`config.mk`:
```
export PLATFORM = sky130hd
export DESIGN_NAME = rx_tap_sweep
export DESIGN_NICKNAME = d
export VERILOG_FILES = /design/src/rtl/rx_tune_pkg.sv /design/src/rtl/rx_tap_apply.sv /design/src/rtl/rx_streak_track.sv /design/src/rtl/rx_tap_sweep.sv
export SDC_FILE = /design/constraint.sdc
export NUM_CORES = 1
export LEC_CHECK = 0
export BUFFER_PORTS_ARGS = -buffer_cell sky130_fd_sc_hd__buf_4
export CAP_MARGIN = 20
export CORE_AREA = 2 2 76 78
export DETAILED_ROUTE_END_ITERATION = 8
export DIE_AREA = 0 0 78 80
export GPL_TIMING_DRIVEN = 0
export MAX_ROUTING_LAYER = met4
export PLACE_DENSITY = 0.68
export SYNTH_ARGS = -nofsm -noshare
export SYNTH_HDL_FRONTEND = slang
export SYNTH_SLANG_ARGS = --single-unit
export TNS_END_PERCENT = 10
```
`constraint.sdc`:
```
create_clock -name clk -period 4.4 [get_ports clk]
set_clock_uncertainty 0.15 [all_clocks]
set_input_delay 0.88 -clock clk [delete_from_list [all_inputs] [get_ports clk]]
set_output_delay 0.88 -clock clk [all_outputs]
set_load 0.005 [all_outputs]
```
`src/rtl/rx_tune_pkg.sv`:
```
package rx_tune_pkg;

    typedef enum logic [2:0] {
        SW_IDLE,
        SW_APPLY,
        SW_TEST,
        SW_EVAL,
        SW_FINAL
    } sweep_st_e;

    typedef enum logic [1:0] {
        AP_IDLE,
        AP_REQ,
        AP_GAP
    } apply_st_e;

    localparam int unsigned LOADS_PER_TAP = 2;

endpackage

```
`src/rtl/rx_tap_apply.sv`:
```
module rx_tap_apply
    import rx_tune_pkg::*;
#(
    parameter int unsigned TO_CYC = 16
) (
    input  logic clk,
    input  logic rst_n,
    input  logic go,
    input  logic upd_ack,
    output logic upd_req,
    output logic done,
    output logic ok
);
    localparam int unsigned CNT_W = $clog2(TO_CYC + 1);
    localparam int unsigned RND_W = $clog2(LOADS_PER_TAP + 1);

    typedef struct packed {
        apply_st_e        st;
        logic [RND_W-1:0] rnd;
        logic [CNT_W-1:0] cnt;
        logic             done;
        logic             ok;
    } ap_t;

    ap_t r_q, r_d;

    always_comb begin
        r_d      = r_q;
        r_d.done = 1'b0;
        unique case (r_q.st)
            AP_IDLE: begin
                if (go) begin
                    r_d.st  = AP_REQ;
                    r_d.rnd = '0;
                    r_d.cnt = '0;
                end
            end
            AP_REQ: begin
                if (upd_ack) begin
                    r_d.cnt = '0;
                    if (r_q.rnd == RND_W'(LOADS_PER_TAP - 1)) begin
                        r_d.st   = AP_IDLE;
                        r_d.done = 1'b1;
                        r_d.ok   = 1'b1;
                    end else begin
                        r_d.rnd = r_q.rnd + 1'b1;
                        r_d.st  = AP_GAP;
                    end
                end else if (r_q.cnt == CNT_W'(TO_CYC - 1)) begin
                    r_d.st   = AP_IDLE;
                    r_d.done = 1'b1;
                    r_d.ok   = 1'b0;
                    r_d.cnt  = '0;
                end else begin
                    r_d.cnt = r_q.cnt + 1'b1;
                end
            end
            AP_GAP: begin
                r_d.st = AP_REQ;
            end
            default: r_d.st = AP_IDLE;
        endcase
    end

    always_ff @(posedge clk or negedge rst_n) begin
        if (!rst_n) begin
            r_q <= '{st: AP_IDLE, rnd: '0, cnt: '0, done: 1'b0, ok: 1'b0};
        end else begin
            r_q <= r_d;
        end
    end

    assign upd_req = (r_q.st == AP_REQ);
    assign done    = r_q.done;
    assign ok      = r_q.ok;

    assert_req_drops_after_ack_R4: assert property (
        @(posedge clk) disable iff (!rst_n)
        (upd_req && upd_ack) |=> !upd_req);

    assert_wait_bounded_R5: assert property (
        @(posedge clk) disable iff (!rst_n)
        upd_req |-> (r_q.cnt < CNT_W'(TO_CYC)));

    assert_timeout_withdraws_R5: assert property (
        @(posedge clk) disable iff (!rst_n)
        (done && !ok) |-> !upd_req);

endmodule

```
`src/rtl/rx_streak_track.sv`:
```
module rx_streak_track #(
    parameter int unsigned TAP_W = 6,
    parameter int unsigned LEN_W = 6
) (
    input  logic             clk,
    input  logic             rst_n,
    input  logic             clr,
    input  logic             rec_valid,
    input  logic             rec_pass,
    input  logic [TAP_W-1:0] rec_tap,
    output logic [LEN_W-1:0] best_len,
    output logic [TAP_W-1:0] best_end
);
    typedef struct packed {
        logic [LEN_W-1:0] cur;
        logic [LEN_W-1:0] best;
        logic [TAP_W-1:0] last;
    } trk_t;

    trk_t r_q, r_d;
    logic [LEN_W-1:0] run_inc;

    always_comb begin
        r_d     = r_q;
        run_inc = r_q.cur + 1'b1;
        if (clr) begin
            r_d = '0;
        end else if (rec_valid) begin
            if (rec_pass) begin
                r_d.cur = run_inc;
                if (run_inc > r_q.best) begin
                    r_d.best = run_inc;
                    r_d.last = rec_tap;
                end
            end else begin
                r_d.cur = '0;
            end
        end
    end

    always_ff @(posedge clk or negedge rst_n) begin
        if (!rst_n) begin
            r_q <= '0;
        end else begin
            r_q <= r_d;
        end
    end

    assign best_len = r_q.best;
    assign best_end = r_q.last;

    assert_best_never_shrinks_R6: assert property (
        @(posedge clk) disable iff (!rst_n)
        (rec_valid && !clr) |=> (best_len >= $past(best_len)));

    assert_fail_clears_run_R6: assert property (
        @(posedge clk) disable iff (!rst_n)
        (rec_valid && !rec_pass && !clr) |=> (r_q.cur == '0));

    assert_run_within_best_R6: assert property (
        @(posedge clk) disable iff (!rst_n)
        r_q.cur <= r_q.best);

endmodule

```
`src/rtl/rx_tap_sweep.sv`:
```
module rx_tap_sweep
    import rx_tune_pkg::*;
#(
    parameter int unsigned TAP_W      = 6,
    parameter int unsigned NUM_TAPS   = 40,
    parameter int unsigned TO_CYC     = 16,
    parameter int unsigned MODE_W     = 3,
    parameter int unsigned HS200_CODE = 4
) (
    input  logic              clk,
    input  logic              rst_n,
    input  logic              start,
    input  logic [MODE_W-1:0] timing_mode,
    output logic              busy,
    output logic              done,
    output logic              err,
    output logic [TAP_W-1:0]  final_tap,
    output logic [TAP_W-1:0]  tap_value,
    output logic              upd_req,
    input  logic              upd_ack,
    output logic              test_req,
    input  logic              test_rsp_valid,
    input  logic              test_pass
);
    localparam int unsigned LEN_W    = $clog2(NUM_TAPS + 1);
    localparam logic [TAP_W-1:0] LAST_TAP = TAP_W'(NUM_TAPS - 1);

    typedef struct packed {
        sweep_st_e        st;
        logic [TAP_W-1:0] tap;
        logic             go;
        logic             done;
        logic             err;
        logic [TAP_W-1:0] fin;
    } sw_t;

    sw_t r_q, r_d;

    logic             apl_done, apl_ok;
    logic             trk_clr, rec_valid, rec_pass;
    logic [LEN_W-1:0] best_len;
    logic [TAP_W-1:0] best_end;
    logic [TAP_W-1:0] centre;

    assign centre = best_end - TAP_W'(best_len >> 1);

    always_comb begin
        r_d       = r_q;
        r_d.go    = 1'b0;
        r_d.done  = 1'b0;
        trk_clr   = 1'b0;
        rec_valid = 1'b0;
        rec_pass  = 1'b0;
        unique case (r_q.st)
            SW_IDLE: begin
                if (start && (timing_mode == MODE_W'(HS200_CODE))) begin
                    r_d.st  = SW_APPLY;
                    r_d.tap = '0;
                    r_d.go  = 1'b1;
                    r_d.err = 1'b0;
                    trk_clr = 1'b1;
                end
            end
            SW_APPLY: begin
                if (apl_done) begin
                    if (apl_ok) begin
                        r_d.st = SW_TEST;
                    end else begin
                        rec_valid = 1'b1;
                        if (r_q.tap == LAST_TAP) begin
                            r_d.st = SW_EVAL;
                        end else begin
                            r_d.tap = r_q.tap + 1'b1;
                            r_d.go  = 1'b1;
                        end
                    end
                end
            end
            SW_TEST: begin
                if (test_rsp_valid) begin
                    rec_valid = 1'b1;
                    rec_pass  = test_pass;
                    if (r_q.tap == LAST_TAP) begin
                        r_d.st = SW_EVAL;
                    end else begin
                        r_d.st  = SW_APPLY;
                        r_d.tap = r_q.tap + 1'b1;
                        r_d.go  = 1'b1;
                    end
                end
            end
            SW_EVAL: begin
                if (best_len == '0) begin
                    r_d.st   = SW_IDLE;
                    r_d.done = 1'b1;
                    r_d.err  = 1'b1;
                end else begin
                    r_d.st  = SW_FINAL;
                    r_d.tap = centre;
                    r_d.go  = 1'b1;
                end
            end
            SW_FINAL: begin
                if (apl_done) begin
                    r_d.st   = SW_IDLE;
                    r_d.done = 1'b1;
                    r_d.err  = !apl_ok;
                    if (apl_ok) begin
                        r_d.fin = r_q.tap;
                    end
                end
            end
            default: r_d.st = SW_IDLE;
        endcase
    end

    always_ff @(posedge clk or negedge rst_n) begin
        if (!rst_n) begin
            r_q <= '{st: SW_IDLE, tap: '0, go: 1'b0, done: 1'b0,
                     err: 1'b0, fin: '0};
        end else begin
            r_q <= r_d;
        end
    end

    rx_tap_apply #(
        .TO_CYC (TO_CYC)
    ) u_apply (
        .clk     (clk),
        .rst_n   (rst_n),
        .go      (r_q.go),
        .upd_ack (upd_ack),
        .upd_req (upd_req),
        .done    (apl_done),
        .ok      (apl_ok)
    );

    rx_streak_track #(
        .TAP_W (TAP_W),
        .LEN_W (LEN_W)
    ) u_track (
        .clk       (clk),
        .rst_n     (rst_n),
        .clr       (trk_clr),
        .rec_valid (rec_valid),
        .rec_pass  (rec_pass),
        .rec_tap   (r_q.tap),
        .best_len  (best_len),
        .best_end  (best_end)
    );

    assign busy      = (r_q.st != SW_IDLE);
    assign done      = r_q.done;
    assign err       = r_q.err;
    assign final_tap = r_q.fin;
    assign tap_value = r_q.tap;
    assign test_req  = (r_q.st == SW_TEST);

    assert_test_tap_in_range_R3: assert property (
        @(posedge clk) disable iff (!rst_n)
        test_req |-> (tap_value <= LAST_TAP));

    assert_tap_stable_in_req_R3: assert property (
        @(posedge clk) disable iff (!rst_n)
        ((upd_req || test_req) && $past(upd_req || test_req)) |-> $stable(tap_value));

    assert_done_single_R10: assert property (
        @(posedge clk) disable iff (!rst_n)
        done |=> !done);

    assert_idle_after_done_R10: assert property (
        @(posedge clk) disable iff (!rst_n)
        done |-> !busy);

    assert_no_req_when_idle_R8: assert property (
        @(posedge clk) disable iff (!rst_n)
        !busy |-> (!test_req && !upd_req));

endmodule

```
# == Word level (Yosys, flattened, before mapping) ==
# Index checks and enable logic that the tools add are counted.
# Widths: inputs -> output; s select.
# word_totals
reg_bits,47
input_bits,9
out_inout_bits,17
# op_classes
n_addsub,5
magnitude_cmp,1
n_eq_ne,23
muxes,45
n_reduce_logical,22
# op_table
cell,n
$mux 18,2
$mux 10,3
$mux 7,4
$pmux 7 s4,1
$mux 12,2
$mux 2,10
$pmux 3 s5,1
$pmux 7 s2,1
$add 6x1->6 const B,2
$mux 3,4
$mux 6,2
$ne 2x2->1 const B,6
$ne 2x1->1 const B,5
$reduce_bool 2->1,5
$mux 9,1
$reduce_and 3->1,3
$mux 1,8
$mux 8,1
$reduce_and 4->1,2
$eq 3x2->1 const B,2
$eq 3x3->1 const B,2
$eq 6x6->1 const B,1
$gt 6x6->1,1
$logic_not 6->1,1
other kinds (22),26

# == Logic depth before layout (Yosys ltp) ==
# Gate-level depths: netlist of run 1.
# logic_depth
ltp_word,6
mapped_depth,11

# == Modules after synthesis ==
# Synthesis of run 1 repeated with hierarchy kept, for this count alone.
# hier_totals
hier_cells,310
hier_area_um2,3079.2
# modules_own_cells
mod,n_inst,cells_per_inst,area_per_inst_um2
rx_tap_sweep,1,138,1357.6
rx_streak_track,1,122,1204.9
rx_tap_apply,1,50,516.7

# == Worst setup path after synthesis of run 1 ==
# No wires, ideal clock.
# synth_timing
kind,register to register
from,reg u_track.r_q[12] (netlist name)
to,"reg u_track.r_q, in the netlist u_track.best_end[2]"
t_arrival_ns,2.156
required_time_ns,4.123
setup_slack_ns,1.967
stages_incl_launch_ff,12
path_buffers,1
period_less_slack_ns,2.433
path_cell_list,dfrtp_1 ha_1 nand3_1 xor2_1 inv_1 ha_1 a21oi_1 a21boi_0 o311a_1 buf_2 nand2_1 o21ai_0
# synth_between
elab_chain_cells,4
# synth_lines
item,line_no,rtl
start: declaration,rx_streak_track.sv:20,"trk_t r_q, r_d;"
start signal: assignment,rx_streak_track.sv:45,r_q <= r_d;
$add 6x1->6,rx_streak_track.sv:25,run_inc = r_q.cur + 1'b1;
$gt 6x6->1,rx_streak_track.sv:31,if (run_inc > r_q.best) begin
$reduce_bool 2->1 (no source line),--,
$reduce_and 3->1 (no source line),--,
# No other way between the ends.
# A chain may end at the register's enable or synchronous reset.

# == Worst setup path after layout of run 1 ==
# layout_timing
from,reg u_track.r_q[12] (netlist name)
to,"reg u_track.r_q, in the netlist u_track.best_end[4]"
# The elaborated chain is that of the path after synthesis.

==> flow_summary.json, run 1 <==
{
  "netlist_area_um2": 2661,
  "p_per_area_nw_per_um2": 345.8,
  "async_reset_ff_share_pct": 100.0,
  "grt_antenna_before_repair": 0,
  "cts_buffers": 5,
  "cpMostUsedCell": "ha_1",
  "synth_nets": 311,
  "r2r_setup_slack_ns": 1.67,
  "critPathTopFamily": "compound AO/OA/AOI/OAI gates",
  "crit_chain": "ha_1, nand3_1, xor2_1, inv_1, ha_1, a21oi_1, a21boi_0, o311a_1, buf_2, nand2_1, o21ai_0",
  "ys_seq_elements": 47,
  "cp.required_ns": 4.42,
  "drtIter0Drc": 78,
  "ys.flop_type": "dfrtp_1",
  "die_w_um": 78,
  "ir_drop_mv": 0.2070,
  "yosysWarnings": 0,
  "dp_hpwl_mm": 3.919,
  "grt_max_degree": 48,
  "grt-busiest-layer": "met2",
  "slew_headroom_pct": 51.09,
  "synth_cells": 286,
  "grt_use_total_pct": 19.11,
  "ctsHoldBuffers": 0,
  "fin_area_um2": 3023,
  "postLayoutCoreUtil_pct": 55.93,
  "status": "complete, no violations",
  "grt_pass1_vias": 2028,
  "ant_nets": 0,
  "die_h_um": 80,
  "drcViolationCount": 0,
  "ios": 26,
  "drv_cap": 0,
  "drive_gt1_share_pct": 19.75,
  "gp_congestion": 0.8243,
  "root_buffer": "clkbuf_8",
  "slowest_delay_ns": 0.44,
  "hold_viol": 0,
  "diodes": 0,
  "clockBufferDepth": 2,
  "grt.overflow.total": 0,
  "critPathBufInv": 2,
  "met3_usage_pct": 2.376,
  "max_freq_mhz": 366.5,
  "cp_max_fo": 10,
  "fin_crit_sh_pct": 62.00,
  "final_nets": 343,
  "wl_mm": 5.325,
  "dr.pass1.iters": 4,
  "yosysSeqAreaShare_pct": 44.19,
  "setup_viol": 0,
  "initial_core_util_pct": 49.24,
  "syn_to_final_growth_pct": 13.59,
  "hold_class": "reg -> reg",
  "start_kind": "flop",
  "cts_sinks": 47,
  "coreArea_um2": 5405,
  "num_vias": 2069,
  "syn_area_per_cell_um2": 9.305,
  "cts_tree": "built",
  "slowest_stage": "dfrtp_1",
  "post-route-min-period_ns": 2.728,
  "grt_pass1_wl_mm": 9.177,
  "worst_pin_slew_ns": 0.7269,
  "post_cts_resized": 0,
  "avgViaCountPerCell": 5.292,
  "wl_per_cell_um": 13.62,
  "h-tree-depth": 2,
  "hold_slack_ns": 0.3479,
  "grtUsageMet2_pct": 32.24,
  "setup-tns-final_ns": 0,
  "synth_edf_count": 0,
  "cp-end-kind": "flop",
  "met1_usage_pct": 23.44,
  "cp.arrival_ns": 2.75,
  "rows": 27,
  "fill_cells": 522,
  "clk_pin_slew_worst_paths_ns": 0.09,
  "yosys.cell_types.count": 52,
  "placed_area_um2": 2939,
  "power_leakage_uw": 0.001446,
  "cts_setup_buffers": 0,
  "rsz0062_at_grt": "false",
  "port_buffers": 25,
  "maxSlewViolCount": 0,
  "insertion_delay_ns": 0.29,
  "critical_path_class": "reg -> reg",
  "dieArea_um2": 6240
}
==> cells by family (layout without fill, tap and decap cells) <==
group	count (synthesis)	in the layout	share of synthesized area, %
buffers and inverters	37	70	7.616
XOR/XNOR	8	8	2.633
adder cells (fa/ha/maj)	16	16	7.804
AO/OA/AOI/OAI	64	64	14.58
multiplexers	8	8	3.291
flip-flops	47	47	44.19
AND/OR/NAND/NOR	106	106	19.89
==> final timing paths <==
check,from,to,cells after the start
worst max register to register,u_track.r_q[12],u_track.best_end[4],11
worst min register to register,u_apply.r_q[7],u_apply.r_q[7],1
worst min-delay path,u_apply.r_q[7],u_apply.r_q[7],1
min in group asynchronous,rst_n,final_tap[0],1
max in group asynchronous,rst_n,u_apply.r_q[8],1
worst max-delay path,u_track.r_q[12],u_track.best_end[4],11
==> state kept, by name (all words and copies together), names as in the netlist <==
name	count
u_apply.ok	1
u_apply.done	1
u_track.best_len	6
r_q	4
u_track.r_q	6
final_tap	6
u_track.best_end	6
err	1
tap_value	6
done	1
u_apply.r_q	9
==> layout by cell type, fill, tap and decap left out, types with 2 or more instances in the layout <==
cell and count:
o21ai_1 3, a31oi_1 2, nand2b_1 3, nor3_1 3
mux2i_1 2, xnor2_1 4, o21a_1 2, and3_1 2
buf_6 2, a21oi_1 10, o21bai_1 2, inv_1 19
nor2_1 13, o221ai_1 3, or2_2 4, or2b_1 2
nand3_1 10, buf_4 37, nand4_1 7, nand2_1 47
o21ai_0 29, nor2b_1 3, a22o_1 2, mux2_2 6
clkbuf_8 5, ha_1 15, clkinv_2 3, xor2_1 4
nor3b_1 2, dfrtp_1 47, buf_2 3
==> synth_stat cells, types with 3 or more instances <==
library cell | count | area share (%)
nor2b_1 | 3 | 0.71
or2_2 | 4 | 0.94
nand4_1 | 7 | 1.6
o21ai_0 | 29 | 5.5
mux2_2 | 6 | 2.5
a21oi_1 | 10 | 1.9
nor3_1 | 3 | 0.56
ha_1 | 15 | 7.1
nand2b_1 | 3 | 0.71
xor2_1 | 4 | 1.3
o221ai_1 | 3 | 0.99
nor2_1 | 13 | 1.8
dfrtp_1 | 47 | 44
inv_1 | 19 | 2.7
xnor2_1 | 4 | 1.3
o21ai_1 | 3 | 0.56
nand3_1 | 10 | 1.9
buf_4 | 12 | 3.4
nand2_1 | 47 | 6.6
buf_2 | 3 | 0.56
==> per-layer routing <==
layer / up-vias / share of wire, %
li1: 1049 / -
met1: 980 / 48
met2: 36 / 48
met3: 4 / 3.1
met4: 0 / 1.1
met5: - / 0
==> area by class of cell <==
type | count | area, um^2 | share of cell area (%)
clock buffer | 5 | 68.82 | 2.276
sequential | 47 | 1176 | 38.91
multi-input combinational | 202 | 1282 | 42.43
clock inverter | 3 | 15.01 | 0.4967
timing repair buffer | 25 | 187.7 | 6.209
inverter | 19 | 71.32 | 2.359
tap | 72 | 90.09 | 2.980
buffer | 18 | 131.4 | 4.346
==> worst register-to-register path, stage by stage, from the launching register on <==
cell,delay [ns]
dfrtp_1,0.44
ha_1,0.27
nand3_1,0.10
xor2_1,0.18
inv_1,0.09
ha_1,0.31
a21oi_1,0.16
a21boi_0,0.11
o311a_1,0.41
buf_2,0.22
nand2_1,0.08
o21ai_0,0.09
==> where the power goes <==
part	internal, uW	switching (uW)
Combinational	126	131
Clock	109	143
Sequential	478	58.1
==> stage by stage <==
stage	setup slack [ns]	cells	total power, uW
4_1_cts	1.656	391	1060
6_report	1.672	391	1045
2_1_floorplan	1.967	286	703.5
3_5_place_dp	1.724	383	803.3
5_1_grt	1.446	391	1121
3_3_place_gp	1.745	383	793.4
No activity file was read; power rests on OpenSTA's default activity.
==> run 2, diff against run 1 <==
Settings changed: ABC_AREA set to 1, CORE_AREA 2 2 76 78 to 2 2 79 81, DIE_AREA 0 0 78 80 to 0 0 81 83, PLACE_DENSITY 0.68 to 0.7.
Clock period 4.4 ns to 2.49 ns, I/O delays scaled along.
==> run 2 against run 1 <==
Against the previous run:
- worst setup slack got worse by 1.5 ns
- utilization increased by 0.64 points
- die area increased by 7.7%
- sequential power increased by 87%
- synthesized cell count increased by 25%
- critical path type unchanged
- largest power group unchanged
==> flow_summary.json, run 2 <==
{
  "status": "complete, no violations",
  "most-common-layout-cells": "nand2_1 (95), dfrtp_1 (45), inv_1 (40), buf_4 (40), nor2_1 (31)",
  "ys_top_cells_by_count": "nand2_1 (96), dfrtp_1 (47), inv_1 (40), nor2_1 (31), nand3_1 (20)",
  "placed_area_um2": 3112,
  "instances_no_fill": 468,
  "ir_drop_mv": 0.4321,
  "grt.overflow.total": 0,
  "grt_use_total_pct": 20.13,
  "fin_crit_sh_pct": 93.66,
  "hold_class": "in -> async",
  "yosysTopAreaCell": "dfrtp_1",
  "wl_per_cell_um": 12.74,
  "dp_hpwl_mm": 4.407,
  "coreArea_um2": 5816,
  "final_nets": 417,
  "fin_area_um2": 3289,
  "top_register": "u_apply.r_q",
  "dieArea_um2": 6723,
  "num_vias": 2385,
  "p_seq_share_pct": 49.2,
  "cp-end-kind": "flop",
  "maxSlewViolCount": 0,
  "yosysSeqAreaShare_pct": 41.56,
  "hold_viol": 0,
  "yosysWarnings": 0,
  "grt_antenna_before_repair": 0,
  "synth_cells": 357,
  "worst_pin_slew_ns": 0.5906,
  "setup_viol": 0,
  "drive_gt1_share_pct": 20.87,
  "grt_max_degree": 48,
  "cp.arrival_ns": 2.38,
  "port_buffers": 25,
  "gp_congestion": 0.8817,
  "synthTopCellsByArea": "dfrtp_1 (42%), nand2_1 (13%), ha_1 (6.6%)",
  "hold_slack_ns": 0.03636,
  "grt_pass1_wl_mm": 10.61,
  "synth_top_area_share_pct": 41.56,
  "post-route-min-period_ns": 2.332,
  "max_freq_mhz": 428.8,
  "power.internal_uw": 1350,
  "yosysMostFrequentCell": "nand2_1",
  "ys_seq_elements": 47,
  "async_reset_ff_share_pct": 100.0,
  "root_buffer": "clkbuf_8",
  "p_sw_share_pct": 33.67,
  "ys.flop_type": "dfrtp_1",
  "cp.required_ns": 2.54,
  "avgViaCountPerCell": 5.096,
  "p_per_area_nw_per_um2": 618.5,
  "diodes": 0,
  "timing.rr.end": "u_track.best_len[3]",
  "h-tree-depth": 2,
  "cp_max_fo": 6,
  "clockBufferDepth": 2,
  "grt_pass1_vias": 2338,
  "die_h_um": 83,
  "dp.cells": 457,
  "wl_mm": 5.961,
  "reg2regPathDepth": 13,
  "power_leakage_uw": 0.001703,
  "combinationalPowerShare_pct": 26.2,
  "yosys.cell_types.count": 32,
  "final_common_cell": "nand2_1",
  "start_kind": "flop",
  "synth_edf_count": 0,
  "largest_reg_flops": 9,
  "netlist_area_um2": 2830,
  "worst_slack_ns": 0.1578,
  "rows": 28,
  "initial_core_util_pct": 48.67,
  "crit-reg2reg-launch": "u_track.r_q[12]",
  "ant_nets": 0,
  "synth_nets": 382,
  "clk_pin_slew_worst_paths_ns": 0.09,
  "syn_to_final_growth_pct": 16.22,
  "drv_cap": 0,
  "r2r_setup_slack_ns": 0.16,
  "insertion_delay_ns": 0.30,
  "pre_cts_slack_ns": 0.01335,
  "drcViolationCount": 0,
  "cts_buffers": 5,
  "slew_headroom_pct": 60.63,
  "cts_tree": "built",
  "syn_area_per_cell_um2": 7.928,
  "critical_path_class": "reg -> reg",
  "dr.pass1.iters": 4,
  "switchingPower_uw": 685.1,
  "power_frac_clock_pct": 24.7,
  "ctsHoldBuffers": 0,
  "drtIter0Drc": 116,
  "cts_sinks": 47,
  "die_w_um": 81,
  "ios": 26
}
## run 2: critical path: stages, from the launching register on
cell and delay (ns):
dfrtp_2 0.45, ha_2 0.21, nand3_2 0.08, xor2_2 0.16, inv_1 0.08, ha_1 0.29, nand2_2 0.06, nor2_1 0.09
o21ai_0 0.11, nand3_2 0.15, nand2_4 0.10, clkbuf_16 0.17, nand3_2 0.05, nand2_1 0.05
## run 2: repair_timing
| action | 4_1_cts | 5_1_grt |
|---|---|---|
| setup buffers | 0 | 2 |
| gates cloned | 0 | 1 |
| resized for setup | 1 | 9 |
| endpoints found under the setup margin | 9 | 12 |
| pin swaps | 0 | 4 |
## run 2: routing by layer
layer | GRT usage (%) | wire length [um] | vias to the layer above
li1 | - | - | 1217
met1 | 26.65 | 2832 | 1129
met2 | 32.53 | 2880 | 35
met3 | 3.913 | 210 | 4
met4 | 3.390 | 37 | 0
met5 | - | 0 | -
## run 2: worst max-delay path by stage
| stage | startpoint | slack, ns | to |
|---|---|---|---|
| finish | u_track.r_q[12] | 0.16 | u_track.best_len[3] |
| global route | u_track.r_q[12] | -0.01 | u_track.best_end[2] |
| CTS | u_track.r_q[12] | 0.02 | u_track.best_len[4] |
| detailed placement | u_track.r_q[12] | 0.01 | u_track.best_len[4] |
| global placement | u_track.r_q[12] | 0.03 | u_track.best_len[5] |
| floorplan | u_track.r_q[12] | 0.23 | u_track.best_len[3] |
## run 2: cells by family after synthesis
| family | count (synthesis) | synth area share (%) |
|---|---|---|
| buffers and inverters | 61 | 10.08 |
| and+or+nand+nor | 181 | 30.11 |
| DFF | 47 | 41.56 |
| xor gates and xnor gates | 6 | 1.857 |
| adders and majority gates | 16 | 7.339 |
| AOI/OAI and AO/OA | 46 | 9.063 |
## run 2: through the flow
| step | total power [uW] | utilization (%) | setup TNS [ns] |
|---|---|---|---|
| finish | 2035 | 56.56 | 0 |
| global placement | 1528 | 53.51 | 0 |
| global route | 2183 | 56.56 | -0.08436 |
| floorplan | 1335 | - | 0 |
| detailed placement | 1550 | 53.51 | 0 |
| CTS | 2053 | 55.29 | 0 |
## run 2: layout make-up
class | instances | area [um^2]
buffer | 14 | 112.6
clock buffer | 6 | 82.58
clock inverter | 2 | 16.27
fill | 591 | 2526
inverter | 47 | 176.4
multi-input combinational | 249 | 1401
sequential | 47 | 1179
tap | 75 | 93.84
timing repair buffer | 28 | 227.7
## run 2: power groups by stage
stage / registers (uW) / logic, uW / clock network, uW
4_1_cts: 1000 / 538 / 514
2_1_floorplan: 976 / 359 / 0
3_5_place_dp: 1020 / 534 / 0
5_1_grt: 1020 / 621 / 542
6_report: 1000 / 532 / 502
3_3_place_gp: 1010 / 515 / 0
